`src/rtl/irqagg_pkg.sv`:
```
package irqagg_pkg;

    typedef enum logic [0:0] {
        SEQ_IDLE = 1'b0,
        SEQ_HOLD = 1'b1
    } seq_state_e;

    // host control bit positions
    localparam int HCTL_OFF_BIT  = 8;
    localparam int HCTL_SRST_BIT = 13;
    localparam int HCTL_SWI_BIT  = 14;
    localparam int HCTL_PAGE_BIT = 15;

    // host status / mask bit positions
    localparam int HST_SWI_BIT  = 14;
    localparam int HST_GLOB_BIT = 15;

    // port status summary bit
    localparam int PST_PEND_BIT = 7;

    // register addresses
    localparam logic [7:0] ADDR_HCTL      = 8'h00;
    localparam logic [7:0] ADDR_HST       = 8'h02;
    localparam logic [7:0] ADDR_HMASK     = 8'h04;
    localparam logic [7:0] ADDR_PORT_BASE = 8'h40;
    localparam logic [7:0] PORT_STRIDE    = 8'h10;

    function automatic logic [7:0] port_reg_addr(input int p, input logic is_mask);
        return ADDR_PORT_BASE + 8'(p) * PORT_STRIDE + {7'd0, is_mask};
    endfunction

endpackage

```
`src/rtl/irqagg_port.sv`:
```
module irqagg_port #(
    parameter int EVT_W = 6
) (
    input  logic             clk,
    input  logic             rst_n,
    input  logic             clear_i,
    input  logic [EVT_W-1:0] evt_i,
    input  logic             st_wr_i,
    input  logic             mk_wr_i,
    input  logic [EVT_W-1:0] wdata_i,
    output logic [EVT_W-1:0] status_o,
    output logic [EVT_W-1:0] mask_o,
    output logic             pending_o
);

    logic [EVT_W-1:0] stat_q;
    logic [EVT_W-1:0] mask_q;
    logic [EVT_W-1:0] clr_bits;

    always_comb begin
        clr_bits = st_wr_i ? wdata_i : '0;
    end

    always_ff @(posedge clk or negedge rst_n) begin
        if (!rst_n) begin
            stat_q <= '0;
            mask_q <= '1;
        end else if (clear_i) begin
            stat_q <= '0;
            mask_q <= '1;
        end else begin
            stat_q <= (stat_q & ~clr_bits) | evt_i;
            if (mk_wr_i) begin
                mask_q <= wdata_i;
            end
        end
    end

    assign status_o  = stat_q;
    assign mask_o    = mask_q;
    assign pending_o = |(stat_q & ~mask_q);


    sticky_hold_chk: assert property (@(posedge clk) disable iff (!rst_n)
        (!clear_i && !st_wr_i) |=> ((stat_q & $past(stat_q)) == $past(stat_q)));


    w1c_clears_chk: assert property (@(posedge clk) disable iff (!rst_n)
        (st_wr_i && !clear_i) |=> ((stat_q & $past(wdata_i & ~evt_i)) == '0));


    evt_wins_chk: assert property (@(posedge clk) disable iff (!rst_n)
        (!clear_i && (|evt_i)) |=> ((stat_q & $past(evt_i)) == $past(evt_i)));


    soft_clear_chk: assert property (@(posedge clk) disable iff (!rst_n)
        clear_i |=> ((stat_q == '0) && (mask_q == '1)));

endmodule

```
`src/rtl/irqagg_rst_seq.sv`:
```
module irqagg_rst_seq
    import irqagg_pkg::*;
#(
    parameter int RST_CYCLES = 3
) (
    input  logic clk,
    input  logic rst_n,
    input  logic start_i,
    output logic busy_o
);

    localparam int CNT_W = $clog2(RST_CYCLES + 1);
    localparam logic [CNT_W-1:0] CNT_LOAD = CNT_W'(RST_CYCLES - 1);

    seq_state_e       state_q, state_d;
    logic [CNT_W-1:0] cnt_q;

    // state register
    always_ff @(posedge clk or negedge rst_n) begin
        if (!rst_n) begin
            state_q <= SEQ_IDLE;
        end else begin
            state_q <= state_d;
        end
    end

    // next state
    always_comb begin
        state_d = state_q;
        unique case (state_q)
            SEQ_IDLE: if (start_i)       state_d = SEQ_HOLD;  // start
            SEQ_HOLD: if (cnt_q == '0)   state_d = SEQ_IDLE;  // expire
            default:                     state_d = SEQ_IDLE;
        endcase
    end

    // hold counter
    always_ff @(posedge clk or negedge rst_n) begin
        if (!rst_n) begin
            cnt_q <= '0;
        end else if (state_q == SEQ_IDLE && start_i) begin
            cnt_q <= CNT_LOAD;
        end else if (state_q == SEQ_HOLD && cnt_q != '0) begin
            cnt_q <= cnt_q - 1'b1;
        end
    end

    // outputs
    always_comb begin
        busy_o = 1'b0;
        unique case (state_q)
            SEQ_IDLE: busy_o = 1'b0;
            SEQ_HOLD: busy_o = 1'b1;
            default:  busy_o = 1'b0;
        endcase
    end


    seq_start_chk: assert property (@(posedge clk) disable iff (!rst_n)
        (state_q == SEQ_IDLE && start_i) |=> (busy_o && cnt_q == CNT_LOAD));


    seq_count_chk: assert property (@(posedge clk) disable iff (!rst_n)
        (busy_o && cnt_q != '0) |=> (busy_o && cnt_q == $past(cnt_q) - 1'b1));


    seq_expire_chk: assert property (@(posedge clk) disable iff (!rst_n)
        (busy_o && cnt_q == '0) |=> !busy_o);

endmodule

```
`src/rtl/irqagg_host.sv`:
```
module irqagg_host
    import irqagg_pkg::*;
#(
    parameter int NUM_PORTS = 2
) (
    input  logic                 clk,
    input  logic                 rst_n,
    input  logic                 clear_i,
    input  logic [NUM_PORTS-1:0] port_pend_i,
    input  logic                 ctrl_wr_i,
    input  logic                 stat_wr_i,
    input  logic                 mask_wr_i,
    input  logic [15:0]          wdata_i,
    output logic                 srst_req_o,
    output logic [15:0]          ctrl_rd_o,
    output logic [15:0]          stat_rd_o,
    output logic [15:0]          mask_rd_o,
    output logic                 irq_o
);

    logic                 irq_off_q;
    logic                 page_q;
    logic                 soft_q;
    logic [NUM_PORTS-1:0] pmask_q;
    logic                 smask_q;
    logic                 glob;

    always_ff @(posedge clk or negedge rst_n) begin
        if (!rst_n) begin
            irq_off_q <= 1'b1;
            page_q    <= 1'b0;
            pmask_q   <= '1;
            smask_q   <= 1'b1;
        end else begin
            if (ctrl_wr_i) begin
                irq_off_q <= wdata_i[HCTL_OFF_BIT];
                page_q    <= wdata_i[HCTL_PAGE_BIT];
            end
            if (mask_wr_i) begin
                pmask_q <= wdata_i[NUM_PORTS-1:0];
                smask_q <= wdata_i[HST_SWI_BIT];
            end
        end
    end

    always_ff @(posedge clk or negedge rst_n) begin
        if (!rst_n) begin
            soft_q <= 1'b0;
        end else if (clear_i) begin
            soft_q <= 1'b0;
        end else if (ctrl_wr_i && wdata_i[HCTL_SWI_BIT]) begin
            soft_q <= 1'b1;
        end else if (stat_wr_i && wdata_i[HST_SWI_BIT]) begin
            soft_q <= 1'b0;
        end
    end

    assign glob       = (|(port_pend_i & ~pmask_q)) | (soft_q & ~smask_q);
    assign irq_o      = glob & ~irq_off_q;
    assign srst_req_o = ctrl_wr_i & wdata_i[HCTL_SRST_BIT];

    always_comb begin
        ctrl_rd_o                = '0;
        ctrl_rd_o[HCTL_OFF_BIT]  = irq_off_q;
        ctrl_rd_o[HCTL_SRST_BIT] = clear_i;
        ctrl_rd_o[HCTL_PAGE_BIT] = page_q;

        stat_rd_o                  = '0;
        stat_rd_o[NUM_PORTS-1:0]   = port_pend_i;
        stat_rd_o[HST_SWI_BIT]     = soft_q;
        stat_rd_o[HST_GLOB_BIT]    = glob;

        mask_rd_o                = '0;
        mask_rd_o[NUM_PORTS-1:0] = pmask_q;
        mask_rd_o[HST_SWI_BIT]   = smask_q;
    end


    irq_gate_chk: assert property (@(posedge clk) disable iff (!rst_n)
        irq_off_q |-> !irq_o);


    swi_set_chk: assert property (@(posedge clk) disable iff (!rst_n)
        (ctrl_wr_i && wdata_i[HCTL_SWI_BIT] && !clear_i) |=> soft_q);


    page_hold_chk: assert property (@(posedge clk) disable iff (!rst_n)
        !ctrl_wr_i |=> $stable(page_q));

endmodule

```
`src/rtl/dual_port_irq_regs.sv`:
```
module dual_port_irq_regs
    import irqagg_pkg::*;
#(
    parameter int NUM_PORTS  = 2,
    parameter int EVT_W      = 6,
    parameter int ADDR_W     = 8,
    parameter int RST_CYCLES = 3
) (
    input  logic                       clk,
    input  logic                       rst_n,
    input  logic [NUM_PORTS*EVT_W-1:0] evt_i,
    input  logic [ADDR_W-1:0]          bus_addr,
    input  logic                       bus_wr,
    input  logic [15:0]                bus_wdata,
    output logic [15:0]                bus_rdata,
    output logic                       irq_o
);

    logic                 busy;
    logic                 srst_req;
    logic [NUM_PORTS-1:0] pend;
    logic [NUM_PORTS-1:0] st_sel;
    logic [NUM_PORTS-1:0] mk_sel;
    logic [EVT_W-1:0]     pstat [NUM_PORTS];
    logic [EVT_W-1:0]     pmask [NUM_PORTS];
    logic [15:0]          ctrl_rd, stat_rd, mask_rd;
    logic                 hit_ctrl, hit_stat, hit_mask;

    assign hit_ctrl = (bus_addr == ADDR_W'(ADDR_HCTL));
    assign hit_stat = (bus_addr == ADDR_W'(ADDR_HST));
    assign hit_mask = (bus_addr == ADDR_W'(ADDR_HMASK));

    irqagg_rst_seq #(
        .RST_CYCLES(RST_CYCLES)
    ) u_seq (
        .clk    (clk),
        .rst_n  (rst_n),
        .start_i(srst_req),
        .busy_o (busy)
    );

    for (genvar p = 0; p < NUM_PORTS; p++) begin : g_port
        localparam logic [ADDR_W-1:0] ST_ADDR = ADDR_W'(port_reg_addr(p, 1'b0));
        localparam logic [ADDR_W-1:0] MK_ADDR = ADDR_W'(port_reg_addr(p, 1'b1));

        assign st_sel[p] = bus_wr && (bus_addr == ST_ADDR);
        assign mk_sel[p] = bus_wr && (bus_addr == MK_ADDR);

        irqagg_port #(
            .EVT_W(EVT_W)
        ) u_port (
            .clk      (clk),
            .rst_n    (rst_n),
            .clear_i  (busy),
            .evt_i    (evt_i[p*EVT_W +: EVT_W]),
            .st_wr_i  (st_sel[p]),
            .mk_wr_i  (mk_sel[p]),
            .wdata_i  (bus_wdata[EVT_W-1:0]),
            .status_o (pstat[p]),
            .mask_o   (pmask[p]),
            .pending_o(pend[p])
        );
    end

    irqagg_host #(
        .NUM_PORTS(NUM_PORTS)
    ) u_host (
        .clk        (clk),
        .rst_n      (rst_n),
        .clear_i    (busy),
        .port_pend_i(pend),
        .ctrl_wr_i  (bus_wr && hit_ctrl),
        .stat_wr_i  (bus_wr && hit_stat),
        .mask_wr_i  (bus_wr && hit_mask),
        .wdata_i    (bus_wdata),
        .srst_req_o (srst_req),
        .ctrl_rd_o  (ctrl_rd),
        .stat_rd_o  (stat_rd),
        .mask_rd_o  (mask_rd),
        .irq_o      (irq_o)
    );

    always_comb begin
        logic [15:0] word;
        bus_rdata = '0;
        word      = '0;
        if (hit_ctrl) begin
            bus_rdata = ctrl_rd;
        end else if (hit_stat) begin
            bus_rdata = stat_rd;
        end else if (hit_mask) begin
            bus_rdata = mask_rd;
        end else begin
            for (int p = 0; p < NUM_PORTS; p++) begin
                if (bus_addr == ADDR_W'(port_reg_addr(p, 1'b0))) begin
                    word               = 16'(pstat[p]);
                    word[PST_PEND_BIT] = pend[p];
                    bus_rdata          = word;
                end else if (bus_addr == ADDR_W'(port_reg_addr(p, 1'b1))) begin
                    bus_rdata = 16'(pmask[p]);
                end
            end
        end
    end


    srst_clears_swi_chk: assert property (@(posedge clk) disable iff (!rst_n)
        busy |=> (stat_rd[HST_SWI_BIT] == 1'b0));


    host_pend_mirror_chk: assert property (@(posedge clk) disable iff (!rst_n)
        stat_rd[NUM_PORTS-1:0] == pend);

endmodule

```
`config.mk`:
```
export PLATFORM = sky130hd
export DESIGN_NAME = dual_port_irq_regs
export DESIGN_NICKNAME = d
export VERILOG_FILES = /design/src/rtl/irqagg_pkg.sv /design/src/rtl/irqagg_port.sv /design/src/rtl/irqagg_rst_seq.sv /design/src/rtl/irqagg_host.sv /design/src/rtl/dual_port_irq_regs.sv
export SDC_FILE = /design/constraint.sdc
export NUM_CORES = 1
export LEC_CHECK = 0
export ABC_CLOCK_PERIOD_IN_PS = 5700
export BUFFER_PORTS_ARGS = -buffer_cell sky130_fd_sc_hd__buf_4
export CAP_MARGIN = 20
export CORE_MARGIN = 2
export CORE_UTILIZATION = 59
export DETAILED_ROUTE_END_ITERATION = 16
export PLACE_DENSITY = 0.89
export SKIP_LAST_GASP = 1
export SYNTH_ARGS = -nofsm -noshare
export SYNTH_HDL_FRONTEND = slang
export SYNTH_HIERARCHICAL = 1
export SYNTH_SLANG_ARGS = --single-unit
```
`constraint.sdc`:
```
create_clock -name clk -period 5.7 [get_ports clk]
set_clock_uncertainty 0.15 [all_clocks]
set_input_delay 0.57 -clock clk [delete_from_list [all_inputs] [get_ports clk]]
set_output_delay 0.57 -clock clk [all_outputs]
set_load 0.01 [all_outputs]
```
==> results of run 1 <==
==> power by group <==
group | leakage [nW] | internal (mW) | switching (mW)
registers | 0.343 | 0.322 | 0.0446
clock network | 0.0450 | 0.0844 | 0.0835
logic | 0.926 | 0.137 | 0.0991
total | 1.31 | 0.543 | 0.227
==> through the flow <==
stage	instances	area, sq um
floorplan	327	2700
global placement	366	2700
detailed placement	366	2700
CTS	374	2780
global route	375	2780
finish	375	2780
==> per-layer routing <==
metal | vias to the layer above | routed length (um) | global-route usage
li1 | 992 | - | -
met1 | 927 | 2330 | 0.298
met2 | 53 | 2330 | 0.337
met3 | 13 | 249 | 0.0465
met4 | 0 | 131 | 0.0962
met5 | - | 0 | 0
==> cells by family after synthesis <==
family / after synthesis / synth area share
AND/OR/NAND/NOR: 98 / 0.214
buffers and inverters: 75 / 0.186
AO/OA/AOI/OAI: 65 / 0.184
flip-flops: 33 / 0.331
multiplexers: 17 / 0.0793
adder cells (fa/ha/maj): 1 / 0.00489
other: 1 / 0.00147
==> area by class of cell <==
| class | instances | area, sq um |
|---|---|---|
| Sequential cell | 33 | 846 |
| Clock buffer | 6 | 72.6 |
| Fill cell | 340 | 1300 |
| Multi-Input combinational cell | 219 | 1380 |
| Timing Repair Buffer | 47 | 350 |
| Clock inverter | 2 | 10.0 |
| Tap cell | 50 | 62.6 |
| Inverter | 18 | 67.6 |
==> cell usage in the layout, fill, tap and decap left out, types with 11 or more instances in the layout <==
cell     count
buf_4       46
conb_1      38
nor2_1      23
a21oi_1     19
inv_1       18
nand2_1     18
dfrtp_1     17
dfstp_2     16
and2_1      13
o22ai_1     11
==> final timing paths <==
kind | cells past startpoint | slack [ns] | to
setup reg to reg | 3 | 4.05 | u_seq/cnt_q[0]
hold / removal | 1 | 0.07 | g_port[0].u_port/status_o[2]
min in group clk | 1 | 0.33 | u_host/page_q
max in group asynchronous | 1 | 5.00 | u_host/smask_q
hold reg to reg | 1 | 0.33 | u_host/page_q
setup / recovery | 6 | 2.23 | bus_rdata[14]
==> flip-flops by register name (all words and copies together), names as in the netlist <==
name	count
u_host/smask_q	1
u_host/pmask_q	2
u_seq/cnt_q	2
u_host/page_q	1
g_port.u_port/status_o	12
u_host/irq_off_q	1
u_host/soft_q	1
g_port.u_port/mask_o	12
u_seq/state_q	1
==> worst max-delay path, stage by stage <==
cell,delay [ns]
buf_4,0.17
or4_4,0.55
or3_1,0.49
nor2b_1,0.58
a221o_1,0.26
buf_4,0.12
==> metrics.md, run 1 <==
| Metric | Value |
|---|---|
| CTS Hold Bufs | 0 |
| Peak VDD IR | 196 uV |
| Initial antenna violation count | 0 |
| Crit path max fanout | 12 |
| Status | finished, final reports clean |
| Hpwl dp | 3740 um |
| Vias/cell | 5.29 |
| Final Hold Fails | 0 |
| CTS H-tree lvls | 2 |
| Worst EP arrival | 2.75 ns |
| Buffers on Ports | 44 |
| Period Utilization, post-route | 0.608 |
| Syn Std Cell Area | 0.00256 sq mm |
| Critical path origin | bus_addr[4] |
| Startpoint Class | input pin |
| Vias in the first global route | 1827 |
| Final net count | 364 |
| CTS max path bufs | 2 |
| Num CTS Buffers | 5 |
| Largest cells by area after synthesis | dfrtp_1 (17%), dfstp_2 (16%), buf_4 (14%) |
| Post-cts resize count | 0 |
| Final Critical Period | 3.47 ns |
| Netlist cell types | 42 |
| Sequential share of the synthesized area | 0.331 |
| Post-synth top cells | buf_4 (46), nor2_1 (23), a21oi_1 (19), inv_1 (18), nand2_1 (18) |
| Fmax | 0.288 GHz |
| Clock transition at the registers of the reported paths | 0.06 ns |
| TritonCTS clock tree | built |
| Req. time, crit path | 4.98 ns |
| Synth top area share | 0.166 |
| Congestion Overflow GR | 0 |
| Worst min-delay path category | in -> async |
| Final Wtd Congestion | 0.891 |
| Most numerous cell in the Yosys netlist | buf_4 |
| Max-capacitance violation count | 0 |
| Most used flip-flop cell after synthesis | dfrtp_1 |
| CP Capture Type | output port |
| Pre-Repair DR Iteration Count | 4 |
| Mapped Cells | 290 |
| PnR worst setup slack | 2.23 ns |
| Least-Margin Pin Slew | 0.962 ns |
| Worst reg2reg startpoint | u_seq/state_q |
| Die Y | 69.8 um |
| Yosys Warn Count | 6 |
| Area grow syn2layout | 8.91% |
| First-pass GRT wire length | 8520 um |
| Yosys reg bits | 33 |
| Clock Sink Count | 33 |
| Finished Core Util | 0.681 |
| Gr usage total | 0.219 |
| Via count | 1985 |
| Cell taking the most area after synthesis | dfrtp_1 |
| # Post-CTS Setup Buffers | 0 |
| Pre-CTS setup slack | 2.23 ns |
| Total power | 770 uW |
| Clock root buffer | clkbuf_8 |
| Setup TNS | 0 ns |
| Detailed-route wire length per cell | 13.4 um |
| # DRC | 0 |
| Die Wd | 69.8 um |
| Unrepaired setup endpoints after global routing | false |
| Pin count of the biggest net entering global routing | 34 |
| Layout cells sized above 1 | 0.292 |
| Max Slew Vio Count | 0 |
| Clk_lat worst skew | 0.29 ns |
| P_leak | 1.31 nW |
| Full die area | 0.00487 sq mm |
| Std cell rows | 23 |
| Setup violators final | 0 |
| Avg Cell Area, Syn | 8.81 sq um |
| Boundary Pins | 56 |
| Critical path class | in -> out |
| Post-synth EDFFs | 0 |
| Worst hold slack | 0.0699 ns |
| Post-Route WL | 5040 um |
| Pwr dens | 277 mW/mm^2 |
| Initial drt markers | 89 |
| Number of routed nets with antenna violations | 0 |
| N_diodes | 0 |
| Slew headroom | 0.354 |
| Async SR Flop Fraction | 1.00 |
| Starting Density | 0.626 |
| Area of the core | 0.00409 sq mm |
(Power assumes the default switching activity.)
==> inputs of run 2 (changes only) <==
--- a/config.mk
+++ b/config.mk
@@ -5,13 +5,14 @@
 export SDC_FILE = /design/constraint.sdc
 export NUM_CORES = 1
 export LEC_CHECK = 0
-export ABC_CLOCK_PERIOD_IN_PS = 5700
+export ABC_AREA = 1
+export ABC_CLOCK_PERIOD_IN_PS = 3300
 export BUFFER_PORTS_ARGS = -buffer_cell sky130_fd_sc_hd__buf_4
 export CAP_MARGIN = 20
 export CORE_MARGIN = 2
-export CORE_UTILIZATION = 59
+export CORE_UTILIZATION = 56
 export DETAILED_ROUTE_END_ITERATION = 16
-export PLACE_DENSITY = 0.89
+export PLACE_DENSITY = 0.84
 export SKIP_LAST_GASP = 1
 export SYNTH_ARGS = -nofsm -noshare
 export SYNTH_HDL_FRONTEND = slang
==> constraint.sdc (replaced) <==
create_clock -name clk -period 3.3 [get_ports clk]
set_clock_uncertainty 0.15 [all_clocks]
set_input_delay 0.33 -clock clk [delete_from_list [all_inputs] [get_ports clk]]
set_output_delay 0.33 -clock clk [all_outputs]
set_load 0.01 [all_outputs]
==> metrics.md, run 2 <==
| Metric | Value |
|---|---|
| Num CTS Buffers | 5 |
| Hold Path Sink | u_host/page_q |
| Worst hold slack | 0.100 ns |
| Crit path max fanout | 3 |
| Synth top area share | 0.158 |
| Sequential power share | 0.498 |
| Post-synth top cells | nand2_1 (87), buf_4 (47), nand3_1 (45), inv_1 (39), nor2_1 (31) |
| Pin count of the biggest net entering global routing | 34 |
| CP max-delay cell | dfstp_2 |
| Boundary Pins | 56 |
| Clock transition at the registers of the reported paths | 0.06 ns |
| Hold path startpoint | bus_wdata[15] |
| Number of routed nets with antenna violations | 0 |
| Clock network power share | 0.332 |
| Post-Route WL | 5570 um |
| CTS max path bufs | 2 |
| P_leak | 1.55 nW |
| Clock Sink Count | 33 |
| Vias in the first global route | 1989 |
| Peak VDD IR | 275 uV |
| Setup violators final | 0 |
| Worst EP arrival | 1.71 ns |
| Most frequent cells in the layout | nand2_1 (87), buf_4 (46), nand3_1 (45) |
| Largest cells by area after synthesis | dfrtp_1 (16%), dfstp_2 (16%), buf_4 (13%) |
| Avg Cell Area, Syn | 7.16 sq um |
| Layout cells sized above 1 | 0.275 |
| Slew headroom | 0.623 |
| Die Y | 73.4 um |
| Syn Std Cell Area | 0.00270 sq mm |
| Hold depth | 3 |
| Full die area | 0.00539 sq mm |
| Total power | 915 uW |
| Req. time, crit path | 2.82 ns |
| Detailed-route wire length per cell | 11.9 um |
| Comb pwr share | 0.171 |
| Yosys Warn Count | 6 |
| # DRC | 0 |
| Pwr dens | 312 mW/mm^2 |
| Top cell by count, worst path | nand2_1 |
| Reg2Reg Depth | 3 |
| Worst R2R End | g_port[1].u_port/mask_o[1] |
| N_diodes | 0 |
| Sw frac | 0.268 |
| Final Hold Fails | 0 |
| Internal | 670 uW |
| Area grow syn2layout | 8.81% |
| TritonCTS clock tree | built |
| Most common library cell in the layout ignoring fill and taps | nand2_1 |
| NetSw | 245 uW |
| Final Critical Period | 2.19 ns |
| Sequential share of the synthesized area | 0.314 |
| Fmax | 0.456 GHz |
| Final net count | 455 |
| Most numerous cell in the Yosys netlist | nand2_1 |
| Startpoint Class | flip-flop |
| Post-synth EDFFs | 0 |
| Crit-path max cell delay | 0.54 ns |
| Status | finished, final reports clean |
| Max Slew Vio Count | 0 |
| Via count | 2302 |
| Starting Density | 0.575 |
| Vias/cell | 4.91 |
| Buffers on Ports | 44 |
| Mapped Cells | 377 |
| Crit-path leading delay family | simple AND/OR/NAND/NOR gates |
| First-pass GRT wire length | 9080 um |
| Std cell rows | 25 |
| Netlist cell types | 30 |
| Finished Layout Cells | 469 |
| Gr usage total | 0.218 |
| Hpwl dp | 4190 um |
| Period Utilization, post-route | 0.665 |
| Crit path buffers/inverters | 2 |
| CP Capture Type | output port |
| Clk_lat worst skew | 0.28 ns |
| Worst min-delay path category | in -> reg |
| Initial antenna violation count | 0 |
| Initial drt markers | 87 |
| Yosys reg bits | 33 |
| Area of the core | 0.00469 sq mm |
| Cell taking the most area after synthesis | dfrtp_1 |
| Worst reg2reg startpoint | u_seq/state_q |
| Setup TNS | 0 ns |
| Max-capacitance violation count | 0 |
| CTS H-tree lvls | 2 |
| Pre-Repair DR Iteration Count | 4 |
| Least-Margin Pin Slew | 0.564 ns |
| Unrepaired setup endpoints after global routing | false |
| Congestion Overflow GR | 0 |
| FF-to-FF setup slack | 1.89 ns |
| Cells after DPL | 461 |
| Clock root buffer | clkbuf_8 |
| Final Wtd Congestion | 0.857 |
| CP Cell Sequence | inv_1 -> nand2_1 -> nand2_1 -> nor2_1 -> nand2_1 -> nand3_1 -> nand2_1 -> a21oi_1 -> nand3_1 -> buf_4 |
| Async SR Flop Fraction | 1.00 |
| Die Wd | 73.4 um |
| Critical path class | reg -> out |
| Most used flip-flop cell after synthesis | dfrtp_1 |
run 2: per-stage QoR:
stage                     utilization  instance area, sq um  setup slack, ns
after floorplan                     -                  2840             1.57
after global placement          0.605                  2840             1.15
after detailed placement        0.605                  2840             1.13
after CTS                       0.626                  2940             1.09
after global routing            0.626                  2940            0.874
final                           0.626                  2940             1.11
run 2: cell families (layout without fill, tap and decap cells):
| group | after synthesis | in the layout | synth area share |
|---|---|---|---|
| simple gates | 199 | 199 | 0.363 |
| buf+inv | 98 | 99 | 0.216 |
| compound gates | 45 | 45 | 0.102 |
| flops | 33 | 33 | 0.314 |
| fa+ha+maj | 1 | 1 | 0.00464 |
| other cells | 1 | 38 | 0.00139 |
run 2: routing by layer:
layer / up-vias / routed length, um / GRT usage
met3: 7 / 278 / 0.0343
met5: - / 0 / 0
met2: 65 / 2720 / 0.354
li1: 1190 / - / -
met4: 0 / 89 / 0.0929
met1: 1040 / 2480 / 0.288
run 2: final cells by class:
class                           count  area (sq um)
Clock buffer                        7          86.3
Fill cell                         433          1760
Inverter                           45           171
Multi-Input combinational cell    283          1410
Sequential cell                    33           846
Tap cell                           54          67.6
Timing Repair Buffer               47           355
run 2: power by group through the flow:
stage                     clock network [mW]  registers [mW]  logic (mW)
after detailed placement                   0           0.462       0.155
after global placement                     0           0.461       0.151
final                                  0.303           0.455       0.156
after CTS                              0.311           0.455       0.156
after floorplan                            0           0.458       0.143
after global routing                   0.327           0.458       0.178
run 2: worst register-to-register path: cells and delay by family (launching register included):
family / cells / cell delay, ns
buffers and inverters: 1 / 0.26
AO/OA/AOI/OAI: 1 / 0.13
flip-flops: 1 / 0.47
AND/OR/NAND/NOR: 1 / 0.33
run 2: worst max path at each step:
stage | startpoint | cells after the start | endpoint
after floorplan | g_port[1].u_port/mask_o[1] | 10 | bus_rdata[15]
after global placement | bus_addr[0] | 13 | u_seq/cnt_q[0]
after detailed placement | bus_addr[0] | 13 | u_seq/cnt_q[0]
after CTS | g_port[1].u_port/mask_o[1] | 10 | bus_rdata[7]
after global routing | g_port[1].u_port/mask_o[0] | 10 | bus_rdata[7]
final | g_port[1].u_port/mask_o[1] | 10 | bus_rdata[7]
run 2: repair_timing:
item / 4_1_cts / 5_1_grt
endpoints found under the setup margin: 0 / 0
setup buffers: 0 / 0
hold buffers: 1 / 0
endpoints found under the hold margin: 17 / 0
gates resized for setup: 0 / 0
==> inputs of run 3 (changes only) <==
--- a/config.mk
+++ b/config.mk
@@ -6,7 +6,7 @@
 export NUM_CORES = 1
 export LEC_CHECK = 0
 export ABC_AREA = 1
-export ABC_CLOCK_PERIOD_IN_PS = 3300
+export ABC_CLOCK_PERIOD_IN_PS = 2300
 export BUFFER_PORTS_ARGS = -buffer_cell sky130_fd_sc_hd__buf_4
 export CAP_MARGIN = 20
 export CORE_MARGIN = 2
==> constraint.sdc (replaced) <==
create_clock -name clk -period 2.3 [get_ports clk]
set_clock_uncertainty 0.15 [all_clocks]
set_input_delay 0.23 -clock clk [delete_from_list [all_inputs] [get_ports clk]]
set_output_delay 0.23 -clock clk [all_outputs]
set_load 0.01 [all_outputs]
==> metrics.md, run 3 (same netlist as run 2, synthesis figures left out) <==
| Metric | Value |
|---|---|
| Status | finished, final reports clean |
| Clk_lat worst skew | 0.28 ns |
| Vias in the first global route | 2068 |
| Peak VDD IR | 532 uV |
| Pre-Repair DR Iteration Count | 4 |
| Fmax | 0.481 GHz |
| Met3 Usage GRT | 0.0357 |
| Least-Margin Pin Slew | 0.579 ns |
| Area of the core | 0.00469 sq mm |
| Setup violators final | 0 |
| Number of routed nets with antenna violations | 0 |
| Clock Sink Count | 33 |
| Final Wtd Congestion | 0.879 |
| Unrepaired setup endpoints after global routing | false |
| Layout cells sized above 1 | 0.282 |
| Initial drt markers | 121 |
| P_leak | 1.58 nW |
| Final instance area | 0.00299 sq mm |
| Boundary Pins | 56 |
| Gr usage total | 0.224 |
| Starting Density | 0.575 |
| Initial antenna violation count | 0 |
| Final Critical Period | 2.08 ns |
| Pin count of the biggest net entering global routing | 34 |
| Die Y | 73.4 um |
| Startpoint Class | flip-flop |
| Comb pwr share | 0.176 |
| Max-capacitance violation count | 0 |
| Clock root buffer | clkbuf_8 |
| Met1 Use GR | 0.271 |
| Setup TNS | 0 ns |
| Sw frac | 0.285 |
| Period Utilization, post-route | 0.903 |
| Std cell rows | 25 |
| Die Wd | 73.4 um |
| GR Util met2 | 0.398 |
| Post-Route WL | 5690 um |
| CTS H-tree lvls | 2 |
| Crit-path leading delay family | simple AND/OR/NAND/NOR gates |
| CP Capture Type | output port |
| Hpwl dp | 4380 um |
| Crit-path max cell delay | 0.54 ns |
| Top cell by count, worst path | nand2_1 |
| Pwr dens | 438 mW/mm^2 |
| CP max-delay cell | dfstp_2 |
| Most frequent cells in the layout | nand2_1 (87), buf_4 (49), nand3_1 (45) |
| First-pass GRT wire length | 9170 um |
| Final net count | 461 |
| Congestion Overflow GR | 0 |
| Clock network power share | 0.325 |
| Worst min-delay path category | in -> reg |
| # Post-CTS Setup Buffers | 0 |
| TritonCTS clock tree | built |
| Internal | 937 uW |
| Vias/cell | 4.93 |
| Final Hold Fails | 0 |
| Num CTS Buffers | 5 |
| Dpl cell area | 0.00286 sq mm |
| Grt peak-use layer | met2 |
| # DRC | 0 |
| Crit path max fanout | 3 |
| Clock transition at the registers of the reported paths | 0.07 ns |
| Worst EP arrival | 1.70 ns |
| Most common library cell in the layout ignoring fill and taps | nand2_1 |
| Full die area | 0.00539 sq mm |
| Crit path buffers/inverters | 2 |
| Req. time, crit path | 1.92 ns |
| Via count | 2349 |
| Filler instances | 435 |
| CTS max path bufs | 2 |
| N_diodes | 0 |
| Detailed-route wire length per cell | 11.9 um |
| Sequential power share | 0.499 |
| Buffers on Ports | 44 |
| Area grow syn2layout | 10.8% |
| Critical path class | reg -> out |
| Slew headroom | 0.614 |
| CP Cell Sequence | inv_1 -> nand2_1 -> nand2_1 -> nor2_1 -> nand2_1 -> nand3_1 -> nand2_1 -> a21oi_1 -> nand3_1 -> buf_4 |
| NetSw | 373 uW |
| Max Slew Vio Count | 0 |
[run 3: changes by cell type in the layout (fill, tap and decap cells not counted), sizes merged]
cell         change
buf              +3
dlygate4sd3      +3
clkbuf           -2
clkinv           +2
clkinvlp         +1
[run 3: path summary, 6_finish.rpt]
path                                       startpoint  cells past startpoint                            to  slack [ns]
min in group asynchronous                       rst_n                      2  g_port[0].u_port/status_o[1]        0.26
min                                          evt_i[2]                      3  g_port[0].u_port/status_o[2]       0.001
max in group asynchronous                       rst_n                      2    g_port[1].u_port/mask_o[5]        1.41
max                        g_port[1].u_port/mask_o[1]                     10                  bus_rdata[7]        0.22
min reg2reg                            u_seq/cnt_q[1]                      2                u_seq/cnt_q[1]        0.33
max reg2reg                             u_seq/state_q                      3    g_port[0].u_port/mask_o[2]        0.88
[run 3: timing repair]
item,4_1_cts,5_1_grt
resized for setup,0,0
hold buffers,4,0
endpoints found under the hold margin,20,0
[run 3: area by class of cell]
| class | instances | area, sq um | area share |
|---|---|---|---|
| sequential | 33 | 846 | 0.283 |
| inverter | 45 | 171 | 0.0574 |
| clock inverter | 3 | 17.5 | 0.00586 |
| tap | 54 | 67.6 | 0.0226 |
| multi-input combinational | 283 | 1410 | 0.472 |
| timing repair buffer | 53 | 408 | 0.137 |
| clock buffer | 5 | 68.8 | 0.0230 |
[run 3: worst reg2reg max path: stages (launching register included)]
cell	delay [ns]
dfrtp_1	0.71
buf_4	0.32
a21oi_1	0.09
o21ai_2	0.09
[run 3: metal layers]
metal  share of wire  vias to the layer above
li1                -                     1204
met1            0.43                     1061
met2            0.51                       74
met3           0.049                       10
met4           0.017                        0
met5               0                        -
[run 3: through the flow]
step | util | worst slack (ns) | instances | hold slack (ns) | power [mW]
6_report | 0.637 | 0.222 | 476 | 0.00100 | 1.31
5_1_grt | 0.637 | 0.0508 | 476 | 0.0184 | 1.38
4_1_cts | 0.637 | 0.221 | 476 | 0.000144 | 1.32
3_5_place_dp | 0.610 | 0.346 | 464 | 0.0407 | 0.886
3_3_place_gp | 0.610 | 0.400 | 464 | 0.0370 | 0.878
2_1_floorplan | - | 0.674 | 414 | -0.216 | 0.862
[run 3: power groups by stage]
stage / sequential [mW] / combinational (mW) / clock [mW]
finish: 0.654 / 0.231 / 0.425
global placement: 0.662 / 0.217 / 0
global route: 0.656 / 0.260 / 0.463
detailed placement: 0.663 / 0.223 / 0
floorplan: 0.657 / 0.205 / 0
CTS: 0.653 / 0.231 / 0.434
